**src/rtl/bcd_cnt_pkg.sv**
```systemverilog
package bcd_cnt_pkg;
  localparam int unsigned CNT_W = 4;
  localparam int unsigned CNT_MOD = 10;

  typedef enum logic {
    DIR_UP   = 1'b0,
    DIR_DOWN = 1'b1
  } dir_e;
endpackage

```
**src/rtl/bcd_next_state.sv**
```systemverilog
module bcd_next_state #(
  parameter int unsigned W   = bcd_cnt_pkg::CNT_W,
  parameter int unsigned MOD = bcd_cnt_pkg::CNT_MOD
) (
  input  logic [W-1:0] cur_i,
  input  logic         load_ni,
  input  logic         cten_ni,
  input  logic         down_i,
  input  logic [W-1:0] preset_i,
  output logic [W-1:0] nxt_o
);
  localparam logic [W-1:0] LAST = W'(MOD - 1);
  localparam logic [W-1:0] ONE  = W'(1);

  bcd_cnt_pkg::dir_e dir;
  assign dir = bcd_cnt_pkg::dir_e'(down_i);

  always_comb begin
    nxt_o = cur_i;
    if (!load_ni) begin
      nxt_o = preset_i;
    end else if (!cten_ni) begin
      unique case (dir)
        bcd_cnt_pkg::DIR_UP:
          // out-of-range values fold to zero in one step
          nxt_o = (cur_i >= LAST) ? '0 : cur_i + ONE;
        bcd_cnt_pkg::DIR_DOWN:
          nxt_o = (cur_i == '0 || cur_i > LAST) ? LAST : cur_i - ONE;
        default: nxt_o = cur_i;
      endcase
    end
  end
endmodule

```
**src/rtl/bcd_terminal_detect.sv**
```systemverilog
module bcd_terminal_detect #(
  parameter int unsigned W   = bcd_cnt_pkg::CNT_W,
  parameter int unsigned MOD = bcd_cnt_pkg::CNT_MOD
) (
  input  logic [W-1:0] cur_i,
  input  logic         down_i,
  output logic         at_term_o
);
  localparam logic [W-1:0] LAST = W'(MOD - 1);

  logic at_top, at_bot;
  assign at_top    = (cur_i == LAST);
  assign at_bot    = (cur_i == '0);
  assign at_term_o = down_i ? at_bot : at_top;
endmodule

```
**src/rtl/bcd_ripple_gate.sv**
```systemverilog
module bcd_ripple_gate (
  input  logic clk_i,
  input  logic at_term_i,
  input  logic cten_ni,
  output logic rco_no
);
  // pulse only in the low clock phase so a next stage sees a clean edge
  assign rco_no = ~(at_term_i & ~cten_ni & ~clk_i);
endmodule

```
**src/rtl/bcd_updown_counter.sv**
```systemverilog
module bcd_updown_counter #(
  parameter int unsigned W   = bcd_cnt_pkg::CNT_W,
  parameter int unsigned MOD = bcd_cnt_pkg::CNT_MOD
) (
  input  logic         clk_i,
  input  logic         rst_ni,
  input  logic         load_ni,
  input  logic         cten_ni,
  input  logic         down_i,
  input  logic [W-1:0] preset_i,
  output logic [W-1:0] count_o,
  output logic         maxmin_o,
  output logic         rco_no
);
  logic [W-1:0] cnt_q, cnt_d;
  logic         at_term;

  bcd_next_state #(.W(W), .MOD(MOD)) u_next (
    .cur_i   (cnt_q),
    .load_ni (load_ni),
    .cten_ni (cten_ni),
    .down_i  (down_i),
    .preset_i(preset_i),
    .nxt_o   (cnt_d)
  );

  always_ff @(posedge clk_i or negedge rst_ni) begin
    if (!rst_ni) cnt_q <= '0;
    else         cnt_q <= cnt_d;
  end

  bcd_terminal_detect #(.W(W), .MOD(MOD)) u_term (
    .cur_i    (cnt_q),
    .down_i   (down_i),
    .at_term_o(at_term)
  );

  bcd_ripple_gate u_rco (
    .clk_i    (clk_i),
    .at_term_i(at_term),
    .cten_ni  (cten_ni),
    .rco_no   (rco_no)
  );

  assign count_o  = cnt_q;
  assign maxmin_o = at_term;
endmodule

```
**config.mk**
```make
export PLATFORM = sky130hd
export DESIGN_NAME = bcd_updown_counter
export DESIGN_NICKNAME = d
export VERILOG_FILES = /design/src/rtl/bcd_cnt_pkg.sv /design/src/rtl/bcd_next_state.sv /design/src/rtl/bcd_terminal_detect.sv /design/src/rtl/bcd_ripple_gate.sv /design/src/rtl/bcd_updown_counter.sv
export SDC_FILE = /design/constraint.sdc
export NUM_CORES = 1
export LEC_CHECK = 0
export BUFFER_PORTS_ARGS = -buffer_cell sky130_fd_sc_hd__buf_2
export CORE_MARGIN = 3
export CORE_UTILIZATION = 25
export CTS_BUF_LIST = sky130_fd_sc_hd__clkbuf_8 sky130_fd_sc_hd__clkbuf_16
export DETAILED_ROUTE_END_ITERATION = 8
export PLACE_DENSITY = 0.53
export SLEW_MARGIN = 20
export SYNTH_ARGS = -nofsm -noshare
export SYNTH_HDL_FRONTEND = slang
export SYNTH_SLANG_ARGS = --single-unit
```
**constraint.sdc**
```tcl
create_clock -name clk_i -period 1.85 [get_ports clk_i]
set_input_delay 0.37 -clock clk_i [delete_from_list [all_inputs] [get_ports clk_i]]
set_output_delay 0.37 -clock clk_i [all_outputs]
set_load 0.02 [all_outputs]
```
# Yosys cells after proc, flatten, opt, wreduce, memory -nomap -nowiden
# Cells that the tools add are included.
[classes]
add_sub_neg = 2
magnitude_cmp = 2
n_eq_ne = 2
mux = 6
bitwise_logic = 6
reduce_logical = 2
[ops]
columns = ["operator", "count"]
rows = [
  ["two-way mux 4 bit", 4],
  ["one-hot mux 4 bit (2 select lines)", 1],
  ["adder 4 x 1 -> 4 bit, second input constant", 1],
  ["== test 4 bit, second input constant", 1],
  [">= comparator 4 bit, second input constant", 1],
  ["> comparator 4 bit, second input constant", 1],
  ["zero test 4 bit", 1],
  ["inverter 1 bit", 4],
  ["subtractor 4 x 1 -> 4 bit, second input constant", 1],
  ["bitwise AND 1 bit", 2],
  ["!= test 2 bit, second input constant", 1],
  ["logical OR 1 bit", 1],
  ["two-way mux 1 bit", 1],
]
[totals]
regBits = 4
inputBits = 9
out_inout_bits = 6
word_cells = 21

# Longest topological paths before layout
[depth]
ltp_word = 6
mapped_depth = 6

# By module
# Synthesis repeated with hierarchy kept, for this count alone.
[unflattened]
cells_unflattened = 55
hier_area_um2 = 446.7
[modules_own_cells]
columns = ["module", "n_inst", "cells_per_inst", "area_each_um2", "seq_area_each_um2"]
rows = [
  ["bcd_next_state", 1, 47, 309.0, 0.0],
  ["bcd_updown_counter", 1, 4, 100.1, 100.1],
  ["bcd_terminal_detect", 1, 3, 28.8, 0.0],
  ["bcd_ripple_gate", 1, 1, 8.8, 0.0],
]

==> results.sh <==
export IMPL_nNetsFinal=100
export IMPL_async_reset_ff_share_pct=100
export IMPL_die_y_um=50.4
export IMPL_critPathMaxFanout=5
export IMPL_critPathLaunch="count_o[1]"
export IMPL_ff2ff_setup_slack_ns=0.13
export IMPL_route_vias_total=567
export IMPL_p_clk_share_pct=52.2
export IMPL_synth_yosys_seq_area_share_pct=20.4
export IMPL_insertedDiodeCount=0
export IMPL_worstPathArrival_ns=1.46
export IMPL_routed_via_density=5.11
export IMPL_syn_avg_cell_area_um2=7.93
export IMPL_wire_per_inst_um=13.3
export IMPL_firstDrtPassIters=4
export IMPL_numPortBuffers=14
export IMPL_combPwrFrac_pct=31.2
export IMPL_swShare_pct=31.6
export IMPL_grt_usage_pct=14.2
export IMPL_critical_path_class="reg2out"
export IMPL_required_ns=1.48
export IMPL_power_leakage_nw=0.327
export IMPL_dp_hpwl_um=979
export IMPL_finalPower_mw=0.719
export IMPL_endpoint_kind="output pin"
export IMPL_drive_above_1_share_pct=43.0
export IMPL_vdd_drop_max_mv=0.363
export IMPL_grt_ovfl_total=0
export IMPL_clock_skew_ns=0.00697
export IMPL_place_area_um2=584
export IMPL_areaGrowthSynthToFinish_pct=53.2
export IMPL_worstMarginPinSlew_ns=0.380
export IMPL_drc=0
export IMPL_coreArea_um2=1780
export IMPL_setup_viol=0
export IMPL_r2r_end="count_o[0]"
export IMPL_internal_power_mw=0.492
export IMPL_critPathLaunchType="register"
export IMPL_cts_tree="done"
export IMPL_ant_nets=0
export IMPL_r2r_cells=6
export IMPL_grt_max_degree=14
export IMPL_pwr_share_seq_pct=16.6
export IMPL_period_share_pct=98.8
export IMPL_dieArea_um2=2540
export IMPL_rows=15
export IMPL_synth_edf_count=0
export IMPL_critical_path_endpoint="rco_no"
export IMPL_start_util_pct=27.6
export IMPL_ys_seq_elements=4
export IMPL_largest_reg_flops=4
export IMPL_grt_pass1_vias=569
export IMPL_status="completed"
export IMPL_hold_viol=0
export IMPL_clkLatencyLatePin_ns=0.33
export IMPL_final_cell_area_um2=753
export IMPL_max_slew_margin_pct=74.0
export IMPL_die_x_um=50.4
export IMPL_power_per_cell_area_nw_per_um2=955
export IMPL_ys_types=33
export IMPL_syn_inst=62
export IMPL_gp_congestion=0.739
export IMPL_rsz0062_at_grt="yes"
export IMPL_synth_area_um2=492
export IMPL_drt_iter0_drc=11
export IMPL_reg2reg_from="count_o[0]"
export IMPL_period_needed_ns=1.83
export IMPL_switching_power_mw=0.227
export IMPL_drv_cap=0
export IMPL_io_pins=15
export IMPL_grt_antenna_before_repair=0
export IMPL_min_path_type="in2reg"
export IMPL_synth_fp_nets=74
export IMPL_maxSlewViolCount=0
export IMPL_ys_flop_type="dfrtp_1"
export IMPL_routed_wirelength_um=1480
export IMPL_grt_pass1_wl_um=2470
export IMPL_ys_warn_count=0
export IMPL_fmaxAchievable_mhz=547
export IMPL_clk_pin_slew_ns=0.04
==> timing repair <==
item,in CTS,in global routing
resized for setup,7,3
cloned,0,0
hold buffers,1,0
buffers inserted,4,0
hold endpoints to repair,4,0
pin swaps,2,0
endpoints found under the setup margin,3,3
==> worst max-delay path, cell delays in order (launching register included) <==
cell and delay (ns):
dfrtp_1 0.38, inv_2 0.11, ha_4 0.17, nand3b_1 0.09, a21oi_2 0.17, nand2_1 0.08, buf_6 0.13
==> synthesized netlist by cell type (2+ instances only) <==
cell | instances | area, um2
a21oi_1 | 2 | 10.0
buf_6 | 3 | 33.8
dfrtp_1 | 4 | 100
ha_1 | 3 | 37.5
inv_1 | 5 | 18.8
nand2_1 | 7 | 26.3
nand3_1 | 2 | 10.0
nand3b_1 | 4 | 30.0
nor2_1 | 4 | 15.0
nor2b_1 | 2 | 12.5
o21ai_0 | 3 | 15.0
or3b_1 | 2 | 17.5
==> area by class of cell <==
type	count	area (um2)
inverters	5	18.8
fillers	177	1030
well taps	25	31.3
clock buffers	7	93.8
repair buffers	22	148
flip-flops and latches	4	103
multi-input cells	48	359
==> cells in the final DEF, fill, tap and decap left out, types with 2 or more instances in the layout <==
master,instances
ha_4,2
nand2_1,7
nor2_1,4
buf_4,7
clkbuf_8,6
dfrtp_2,2
inv_2,2
nand3_1,2
buf_2,13
or3b_1,2
dfrtp_1,2
nor2b_1,2
inv_1,3
nand3b_1,4
o21ai_0,3
==> power by group through the flow <==
stage	registers [mW]	logic, mW	clock network (mW)
6_report	0.119	0.224	0.376
5_1_grt	0.122	0.246	0.393
4_1_cts	0.119	0.221	0.379
3_5_place_dp	0.118	0.179	0.00814
3_3_place_gp	0.117	0.182	0.00814
2_1_floorplan	0.132	0.112	0.00706
==> worst min path at each step <==
| stage | cells after the start | slack, ns | end | startpoint |
|---|---|---|---|---|
| floorplan | 0 | 0.07 | count_o[0] | rst_ni |
| global placement | 1 | 0.18 | count_o[2] | rst_ni |
| detailed placement | 1 | 0.18 | count_o[2] | rst_ni |
| CTS | 3 | 0.28 | count_o[2] | preset_i[2] |
| global route | 3 | 0.29 | count_o[2] | preset_i[2] |
| finish | 3 | 0.28 | count_o[2] | preset_i[2] |
==> per-stage QoR <==
step	setup WS (ns)	instances	hold WS (ns)	setup TNS, ns	util (%)
6_report	0.0225	111	0.276	0	42.2
5_1_grt	-0.0477	111	0.289	-0.0624	42.2
4_1_cts	0.0103	111	0.279	0	41.8
3_5_place_dp	0.105	100	0.180	0	32.8
3_3_place_gp	0.114	100	0.182	0	32.8
2_1_floorplan	0.0340	62	0.0744	0	-
==> cell families after synthesis <==
| logic type | Yosys count | synth area share, % |
|---|---|---|
| mux | 1 | 2.04 |
| buf+inv | 10 | 12.5 |
| compound gates | 16 | 24.9 |
| fa+ha+maj | 3 | 7.63 |
| flops | 4 | 20.4 |
| simple gates | 28 | 32.6 |
==> layer usage <==
layer	vias up	wire, um	GRT usage, %
met3	9	87	8.61
met1	262	644	14.6
met2	20	682	20.0
met4	0	64	12.6
li1	276	-	-
met5	-	0	0
Note: power is estimated with default switching activity, not from simulation.
